File: src/rtl/vfbar_pkg.sv
// Shared constants for the VF BAR address decoder.
// Assumes memory BARs only; the locator type codes follow the standard
// BAR type field (bits 2:1 of the low dword).
package vfbar_pkg;
    localparam int          ADDR_W     = 64;
    localparam int          DWORD_W    = 32;
    localparam int          MIN_LOG2   = 4;
    localparam logic [1:0]  TYPE_MEM32 = 2'b00;
    localparam logic [1:0]  TYPE_MEM64 = 2'b10;
    localparam logic [2:0]  SLOT_ROM   = 3'd6;
    localparam logic [2:0]  SLOT_LAST  = 3'd5;
endpackage

File: src/rtl/vfb_index_calc.sv
// Finds the VF index from a routing ID.
// Assumes: the first VF sits at pf_rid + vf_offset and later VFs follow
// every vf_stride IDs. A restoring divider, unrolled with generate,
// gives the quotient and the remainder. Purely combinational.
module vfb_index_calc #(
    parameter int RID_W = 16
) (
    input  logic [RID_W-1:0] vf_rid,
    input  logic [RID_W-1:0] pf_rid,
    input  logic [RID_W-1:0] vf_offset,
    input  logic [RID_W-1:0] vf_stride,
    input  logic [RID_W-1:0] num_vfs,
    output logic [RID_W-1:0] idx,
    output logic             idx_ok
);
    logic [RID_W:0]   first_rid;
    logic             below_first;
    logic [RID_W-1:0] delta;
    logic [RID_W-1:0] quo;
    logic [RID_W-1:0] rem_s [0:RID_W];

    // Routing ID of VF 0 and distance from it
    assign first_rid   = {1'b0, pf_rid} + {1'b0, vf_offset};
    assign below_first = {1'b0, vf_rid} < first_rid;
    assign delta       = vf_rid - first_rid[RID_W-1:0];

    assign rem_s[0] = '0;
    for (genvar i = 0; i < RID_W; i++) begin : g_div
        localparam int BIT = RID_W - 1 - i;
        wire [RID_W:0] shifted = {rem_s[i], delta[BIT]};
        wire           fits    = shifted >= {1'b0, vf_stride};
        assign quo[BIT]   = fits;
        assign rem_s[i+1] = fits ? RID_W'(shifted - {1'b0, vf_stride})
                                 : shifted[RID_W-1:0];
    end

    // Index is valid only on the stride grid and below the enabled count
    always_comb begin
        idx_ok = !below_first && (vf_stride != '0) &&
                 (rem_s[RID_W] == '0) && (quo < num_vfs);
        idx    = idx_ok ? quo : '0;
    end
endmodule

File: src/rtl/vfb_cfg_check.sv
// Checks that the shared BAR configuration is legal and decodes the width.
// Assumes memory BARs only: the ROM slot, reserved type codes and
// apertures below the minimum count as errors.
module vfb_cfg_check
    import vfbar_pkg::*;
(
    input  logic [1:0] bar_type,
    input  logic [2:0] bar_slot,
    input  logic [5:0] size_log2,
    output logic       is64,
    output logic       cfg_err
);
    // Flag every illegal combination of type, slot and aperture
    always_comb begin
        is64    = (bar_type == TYPE_MEM64);
        cfg_err = 1'b0;
        if (bar_type != TYPE_MEM32 && bar_type != TYPE_MEM64) cfg_err = 1'b1;
        if (bar_slot >= SLOT_ROM)                              cfg_err = 1'b1;
        if (is64 && bar_slot == SLOT_LAST)                     cfg_err = 1'b1;
        if (size_log2 < 6'(MIN_LOG2))                          cfg_err = 1'b1;
        if (!is64 && size_log2 > 6'd31)                        cfg_err = 1'b1;
    end
endmodule

File: src/rtl/vfb_window_calc.sv
// Computes one VF's window from the shared base.
// Assumes size_log2 <= 63. The arithmetic is kept wider than 64 bits so
// that running past the top of the address space can be seen.
module vfb_window_calc
    import vfbar_pkg::*;
#(
    parameter int RID_W = 16
) (
    input  logic [DWORD_W-1:0] bar_lo,
    input  logic [DWORD_W-1:0] bar_hi,
    input  logic               is64,
    input  logic [5:0]         size_log2,
    input  logic [RID_W-1:0]   idx,
    output logic [ADDR_W-1:0]  base,
    output logic [ADDR_W-1:0]  last,
    output logic               wrap
);
    localparam int EW = ADDR_W + RID_W + 1;

    logic [EW-1:0]     size_e;
    logic [EW-1:0]     step;
    logic [EW-1:0]     last_w;
    logic [ADDR_W-1:0] raw;
    logic [ADDR_W-1:0] aligned;

    // Shared base, aligned, then offset by index times aperture
    always_comb begin
        size_e  = EW'(1) << size_log2;
        raw     = is64 ? {bar_hi, bar_lo} : {{DWORD_W{1'b0}}, bar_lo};
        aligned = raw & ~(size_e[ADDR_W-1:0] - 64'd1);
        step    = EW'(idx) << size_log2;
        base    = aligned + step[ADDR_W-1:0];
        last_w  = EW'(aligned) + step + size_e - EW'(1);
        last    = last_w[ADDR_W-1:0];
        wrap    = is64 ? (|last_w[EW-1:ADDR_W]) : (|last_w[EW-1:DWORD_W]);
    end
endmodule

File: src/rtl/vfb_wmask.sv
// Produces the write mask for the shared BAR dwords: only address bits
// at or above the aperture are writable. Assumes cfg_err zeroes the mask.
module vfb_wmask
    import vfbar_pkg::*;
(
    input  logic               is64,
    input  logic               cfg_err,
    input  logic [5:0]         size_log2,
    output logic [DWORD_W-1:0] mask_lo,
    output logic [DWORD_W-1:0] mask_hi
);
    logic [ADDR_W-1:0] full;

    // Inverse of aperture minus one, split over the two dwords
    always_comb begin
        full    = ~((64'd1 << size_log2) - 64'd1);
        mask_lo = cfg_err ? '0 : full[DWORD_W-1:0];
        mask_hi = (cfg_err || !is64) ? '0 : full[ADDR_W-1:DWORD_W];
    end
endmodule

File: src/rtl/vf_bar_decoder.sv
// Top of the VF BAR address decoder. It registers the index, the window,
// the mapped flag and the masks once per cycle.
// Assumes: inputs are stable for the cycle they are sampled in; reset is
// synchronous and active low.
module vf_bar_decoder
    import vfbar_pkg::*;
#(
    parameter int RID_W = 16
) (
    input  logic               clk,
    input  logic               rst_n,
    input  logic [RID_W-1:0]   vf_rid,
    input  logic [RID_W-1:0]   pf_rid,
    input  logic [RID_W-1:0]   vf_offset,
    input  logic [RID_W-1:0]   vf_stride,
    input  logic [RID_W-1:0]   num_vfs,
    input  logic [31:0]        bar_lo,
    input  logic [31:0]        bar_hi,
    input  logic [1:0]         bar_type,
    input  logic [2:0]         bar_slot,
    input  logic [5:0]         size_log2,
    input  logic               mem_en,
    output logic [RID_W-1:0]   vf_num,
    output logic               vf_valid,
    output logic [63:0]        vf_base,
    output logic [63:0]        vf_last,
    output logic               mapped,
    output logic               cfg_err,
    output logic [31:0]        wmask_lo,
    output logic [31:0]        wmask_hi
);
    logic [RID_W-1:0]  idx;
    logic              idx_ok;
    logic              is64;
    logic              bad_cfg;
    logic [ADDR_W-1:0] base_c;
    logic [ADDR_W-1:0] last_c;
    logic              wrap;
    logic [31:0]       mlo;
    logic [31:0]       mhi;
    logic              live;

    vfb_index_calc #(.RID_W(RID_W)) u_index (
        .vf_rid(vf_rid), .pf_rid(pf_rid), .vf_offset(vf_offset),
        .vf_stride(vf_stride), .num_vfs(num_vfs),
        .idx(idx), .idx_ok(idx_ok)
    );

    vfb_cfg_check u_cfg (
        .bar_type(bar_type), .bar_slot(bar_slot), .size_log2(size_log2),
        .is64(is64), .cfg_err(bad_cfg)
    );

    vfb_window_calc #(.RID_W(RID_W)) u_window (
        .bar_lo(bar_lo), .bar_hi(bar_hi), .is64(is64),
        .size_log2(size_log2), .idx(idx),
        .base(base_c), .last(last_c), .wrap(wrap)
    );

    vfb_wmask u_wmask (
        .is64(is64), .cfg_err(bad_cfg), .size_log2(size_log2),
        .mask_lo(mlo), .mask_hi(mhi)
    );

    assign live = idx_ok && !bad_cfg;

    // Output register stage with synchronous active-low reset
    always_ff @(posedge clk) begin
        if (!rst_n) begin
            vf_num   <= '0;
            vf_valid <= 1'b0;
            vf_base  <= '0;
            vf_last  <= '0;
            mapped   <= 1'b0;
            cfg_err  <= 1'b0;
            wmask_lo <= '0;
            wmask_hi <= '0;
        end else begin
            vf_num   <= idx;
            vf_valid <= idx_ok;
            vf_base  <= live ? base_c : '0;
            vf_last  <= live ? last_c : '0;
            mapped   <= live && mem_en && !wrap;
            cfg_err  <= bad_cfg;
            wmask_lo <= mlo;
            wmask_hi <= mhi;
        end
    end

    // a valid index is always below the enabled count
    a_r2_index_in_range: assert property (@(posedge clk) disable iff (!rst_n)
        vf_valid |-> (vf_num < $past(num_vfs)));

    // no mapping without memory decode enabled
    a_r7_needs_mem_en: assert property (@(posedge clk) disable iff (!rst_n)
        mapped |-> $past(mem_en));

    // a mapped window spans a power-of-two number of bytes
    a_r5_span_pow2: assert property (@(posedge clk) disable iff (!rst_n)
        mapped |-> ($countones(vf_last - vf_base + 64'd1) == 1));

    // a mapped base is aligned to its own span
    a_r3_base_aligned: assert property (@(posedge clk) disable iff (!rst_n)
        mapped |-> ((vf_base & (vf_last - vf_base)) == 64'd0));

    // a mapped 32-bit window stays below 2^32
    a_r6_no_wrap32: assert property (@(posedge clk) disable iff (!rst_n)
        (mapped && wmask_hi == 32'd0) |-> (vf_last[63:32] == 32'd0));

    // an illegal configuration maps nothing and writes nothing
    a_r9_err_quiet: assert property (@(posedge clk) disable iff (!rst_n)
        cfg_err |-> (!mapped && wmask_lo == 32'd0 && wmask_hi == 32'd0 &&
                     vf_base == 64'd0));
endmodule

File: config.mk
export PLATFORM = sky130hd
export DESIGN_NAME = vf_bar_decoder
export DESIGN_NICKNAME = d
export VERILOG_FILES = /design/src/rtl/vfbar_pkg.sv /design/src/rtl/vfb_index_calc.sv /design/src/rtl/vfb_cfg_check.sv /design/src/rtl/vfb_window_calc.sv /design/src/rtl/vfb_wmask.sv /design/src/rtl/vf_bar_decoder.sv
export SDC_FILE = /design/constraint.sdc
export NUM_CORES = 2
export LEC_CHECK = 0
export BUFFER_PORTS_ARGS = -buffer_cell sky130_fd_sc_hd__buf_2
export CORE_MARGIN = 5
export CORE_UTILIZATION = 50
export DETAILED_ROUTE_END_ITERATION = 12
export GPL_ROUTABILITY_DRIVEN = 0
export PLACE_DENSITY_LB_ADDON = 0.12
export SLEW_MARGIN = 15
export SYNTH_ARGS = -nofsm -noshare
export SYNTH_HDL_FRONTEND = slang
export SYNTH_SLANG_ARGS = --single-unit
File: constraint.sdc
create_clock -name clk -period 144.7 [get_ports clk]
set_input_delay 28.94 -clock clk [delete_from_list [all_inputs] [get_ports clk]]
set_output_delay 28.94 -clock clk [all_outputs]
set_load 0.01 [all_outputs]
==> key figures <==
Status
  – Status: finished, final reports clean

GRT
  – Vias in the first global route: about 33,000
  – First-pass GRT wire length: between 150,000 and 200,000 µm
  – Largest net degree at the start of global routing: 73
  – Initial antenna violation count: 6
  – Total grt overflow: 0
  – GRT Resource Usage Total: a little under a third

Setup path
  – Req. time, crit path: between 100 and 150 ns
  – Crit path kind: input port to flop
  – Crit path DAT: approximately 100 ns
  – Bufs and invs on worst path: 18
  – Crit path capture type: flop
  – Max incr delay on CP: 0.78 ns
  – Crit-path most repeated cell: o21ai_0
  – CP max FO: about 40
  – Slowest cell on the critical path: nor3_1
  – Startpoint Class: input port
  – CP top delay family: compound AO/OA/AOI/OAI gates

Floorplan
  – Row Count: 96
  – Core area: 68,300 µm²
  – I/O pin cnt: roughly 370
  – Die Span Y: 272 µm
  – Initial Util: approximately half
  – Die width: between 200 and 300 µm
  – DIE AREA: between 70,000 and 80,000 µm²

Clocking
  – CTS Hold Buffers Added: 0
  – Reg clk slew, reported paths: 0.08 ns
  – Post-CTS sizing: 0
  – Root Buffer: clkbuf_16
  – Max Root-Sink Buffers: 3
  – H-tree depth: 1
  – Buffers inserted by post-CTS timing repair: 0
  – CTS tree: yes
  – CTS Buf Count: 24
  – CTS Sinks: between 200 and 250

STA
  – Hold Violations, Final: 0
  – RSZ-0062 raised after global routing: false
  – Slew headroom: roughly 24%
  – Setup_tns: 0 ns
  – Worst slew pin tran: ~1.1 ns
  – Slew Viols, Final: 0
  – Max Freq: roughly 9.7 MHz
  – Final Cycle Share: between 70% and 80%
  – Final setup fails: 0
  – Post-route minimum period: a little over 100 ns

Route
  – Drt pass-1 iters: 10
  – Via-to-Cell Ratio: slightly below 6
  – Post-route antenna net violation count: 0
  – Vias: around 35,000
  – WL final: ~120,000 µm
  – # DRC: 0
  – Wire per inst: roughly 21 µm
  – Initial DRC Count: around 3,400

Place
  – HPWL after detailed placement: 101,000 µm
  – Buffers on Ports: around 370

Hold path
  – Hold path startpoint: rst_n
  – HP Class: input port to flop
  – Hold path endpoint: cfg_err
  – Hold Crit Depth: 2

Flow run
  – Max-Cap Viols: 0

Layout
  – Synth-to-Final Area Change: 10.8%
  – Filler Cell Count: about 6,700
  – Most frequent cells in the layout: ha_1, inv_1, nor2_1
  – Fraction of layout cells with a size suffix above 1: roughly 13%
  – Commonest non-fill, non-tap cell in the layout: ha_1
  – Nets@finish: ~5,700

Synthesis
  – Mapped Cells: 4,662
  – Seq/Total Area, Yosys: roughly 12%
  – FFs w/ async S/R, synth: 0%
  – Synthesized cell area: roughly 34,000 µm²
  – Ys flop type: dfxtp_1
  – EDFF count, synth: 0
  – Synth unique cells: approximately 100
  – Seq cells post-synth: about 210
  – YS warnings: 0
  – Syn avg cell area: roughly 7.4 µm²
state kept, by name, summed over array words and instances (netlist names):
| signal | cells |
|---|---|
| vf_base | 64 |
| vf_last | 64 |
| wmask_hi | 32 |
| wmask_lo | 32 |
| vf_num | 16 |
| cfg_err | 1 |
| mapped | 1 |
| vf_valid | 1 |
cells in the mapped netlist, drive strengths merged, types with 8 or more instances:
| library cell | instances | area, µm² |
|---|---|---|
| a211o | 10 | 87.6 |
| a211oi | 52 | 395 |
| a21boi | 49 | 368 |
| a21o | 138 | 1040 |
| a21oi | 307 | 1560 |
| a221oi | 8 | 70.1 |
| a22oi | 10 | 80.1 |
| a31oi | 41 | 282 |
| and2 | 91 | 569 |
| and3 | 79 | 494 |
| and4 | 11 | 96.3 |
| buf | 52 | 233 |
| clkbuf | 74 | 278 |
| dfxtp | 211 | 4220 |
| fa | 82 | 1640 |
| ha | 510 | 6380 |
| inv | 517 | 1940 |
| mux2 | 108 | 1220 |
| mux2i | 58 | 581 |
| nand2 | 415 | 1560 |
| nand2b | 70 | 445 |
| nand3 | 86 | 435 |
| nand4 | 63 | 394 |
| nor2 | 484 | 1830 |
| nor2b | 91 | 569 |
| nor3 | 86 | 452 |
| nor3b | 9 | 67.6 |
| nor4 | 37 | 231 |
| o2111ai | 11 | 96.3 |
| o211ai | 27 | 208 |
| o21a | 40 | 300 |
| o21ai | 267 | 1390 |
| o21bai | 47 | 353 |
| o22ai | 14 | 87.6 |
| o31a | 11 | 96.3 |
| o31ai | 23 | 183 |
| or2 | 33 | 206 |
| or3 | 19 | 119 |
| or4 | 10 | 78.8 |
| xnor2 | 184 | 1610 |
| xor2 | 110 | 963 |
final cells by class:
class	count	area (µm²)	share of cell area (%)
Antenna cell	2	5.00	0.0132
Clock buffer	26	629	1.66
Clock inverter	18	241	0.636
Inverter	519	1950	5.13
Multi-Input combinational cell	3807	27600	72.8
Sequential cell	211	4220	11.1
Tap cell	882	1100	2.91
Timing Repair Buffer	415	2190	5.78
kinds of logic (layout without fill, tap and decap cells):
family          after synthesis  in the layout  share of synthesized area, %
simple gates               1599           1599                          22.4
compound gates             1154           1154                          21.9
buf+inv                     645            978                          7.17
fa+ha+maj                   592            592                          23.4
xor+xnor                    294            294                          7.51
flops                       211            211                          12.3
mux                         166            166                          5.26
other cells                   1              4                        0.0109
stage by stage:
| step | util (%) | hold WS [ns] | std cells | worst slack [ns] | instance area (µm²) |
|---|---|---|---|---|---|
| after floorplan | - | 29.13 | 4663 | 52.98 | 34300 |
| after global placement | 54.3 | 29.33 | 5834 | 44.53 | 37100 |
| after detailed placement | 54.3 | 29.33 | 5834 | 42.61 | 37100 |
| after CTS | 55.6 | 28.76 | 5878 | 42.68 | 38000 |
| after global routing | 55.6 | 28.79 | 5878 | 34.50 | 38000 |
| final | 55.6 | 28.80 | 5880 | 41.65 | 38000 |
worst max-delay path by stage:
stage               from      to  slack, ns  depth (start not counted)
2_1_floorplan  pf_rid[0]  mapped      52.98                        357
3_3_place_gp   pf_rid[0]  mapped      44.53                        342
3_5_place_dp   pf_rid[0]  mapped      42.61                        343
4_1_cts        pf_rid[0]  mapped      42.68                        342
5_1_grt        pf_rid[1]  mapped      34.50                        341
6_report       pf_rid[0]  mapped      41.65                        342
per-layer routing:
| metal | part of all wire (%) | GRT usage (%) |
|---|---|---|
| met2 | 45 | 53.5 |
| met5 | 0.022 | 0 |
| met1 | 41 | 41.2 |
| met4 | 5.6 | 13.6 |
| met3 | 8.7 | 4.66 |
Power is left out: the tool's default activity adds up to more than one toggle a clock period on the data nets, which glitch-free logic cannot reach.
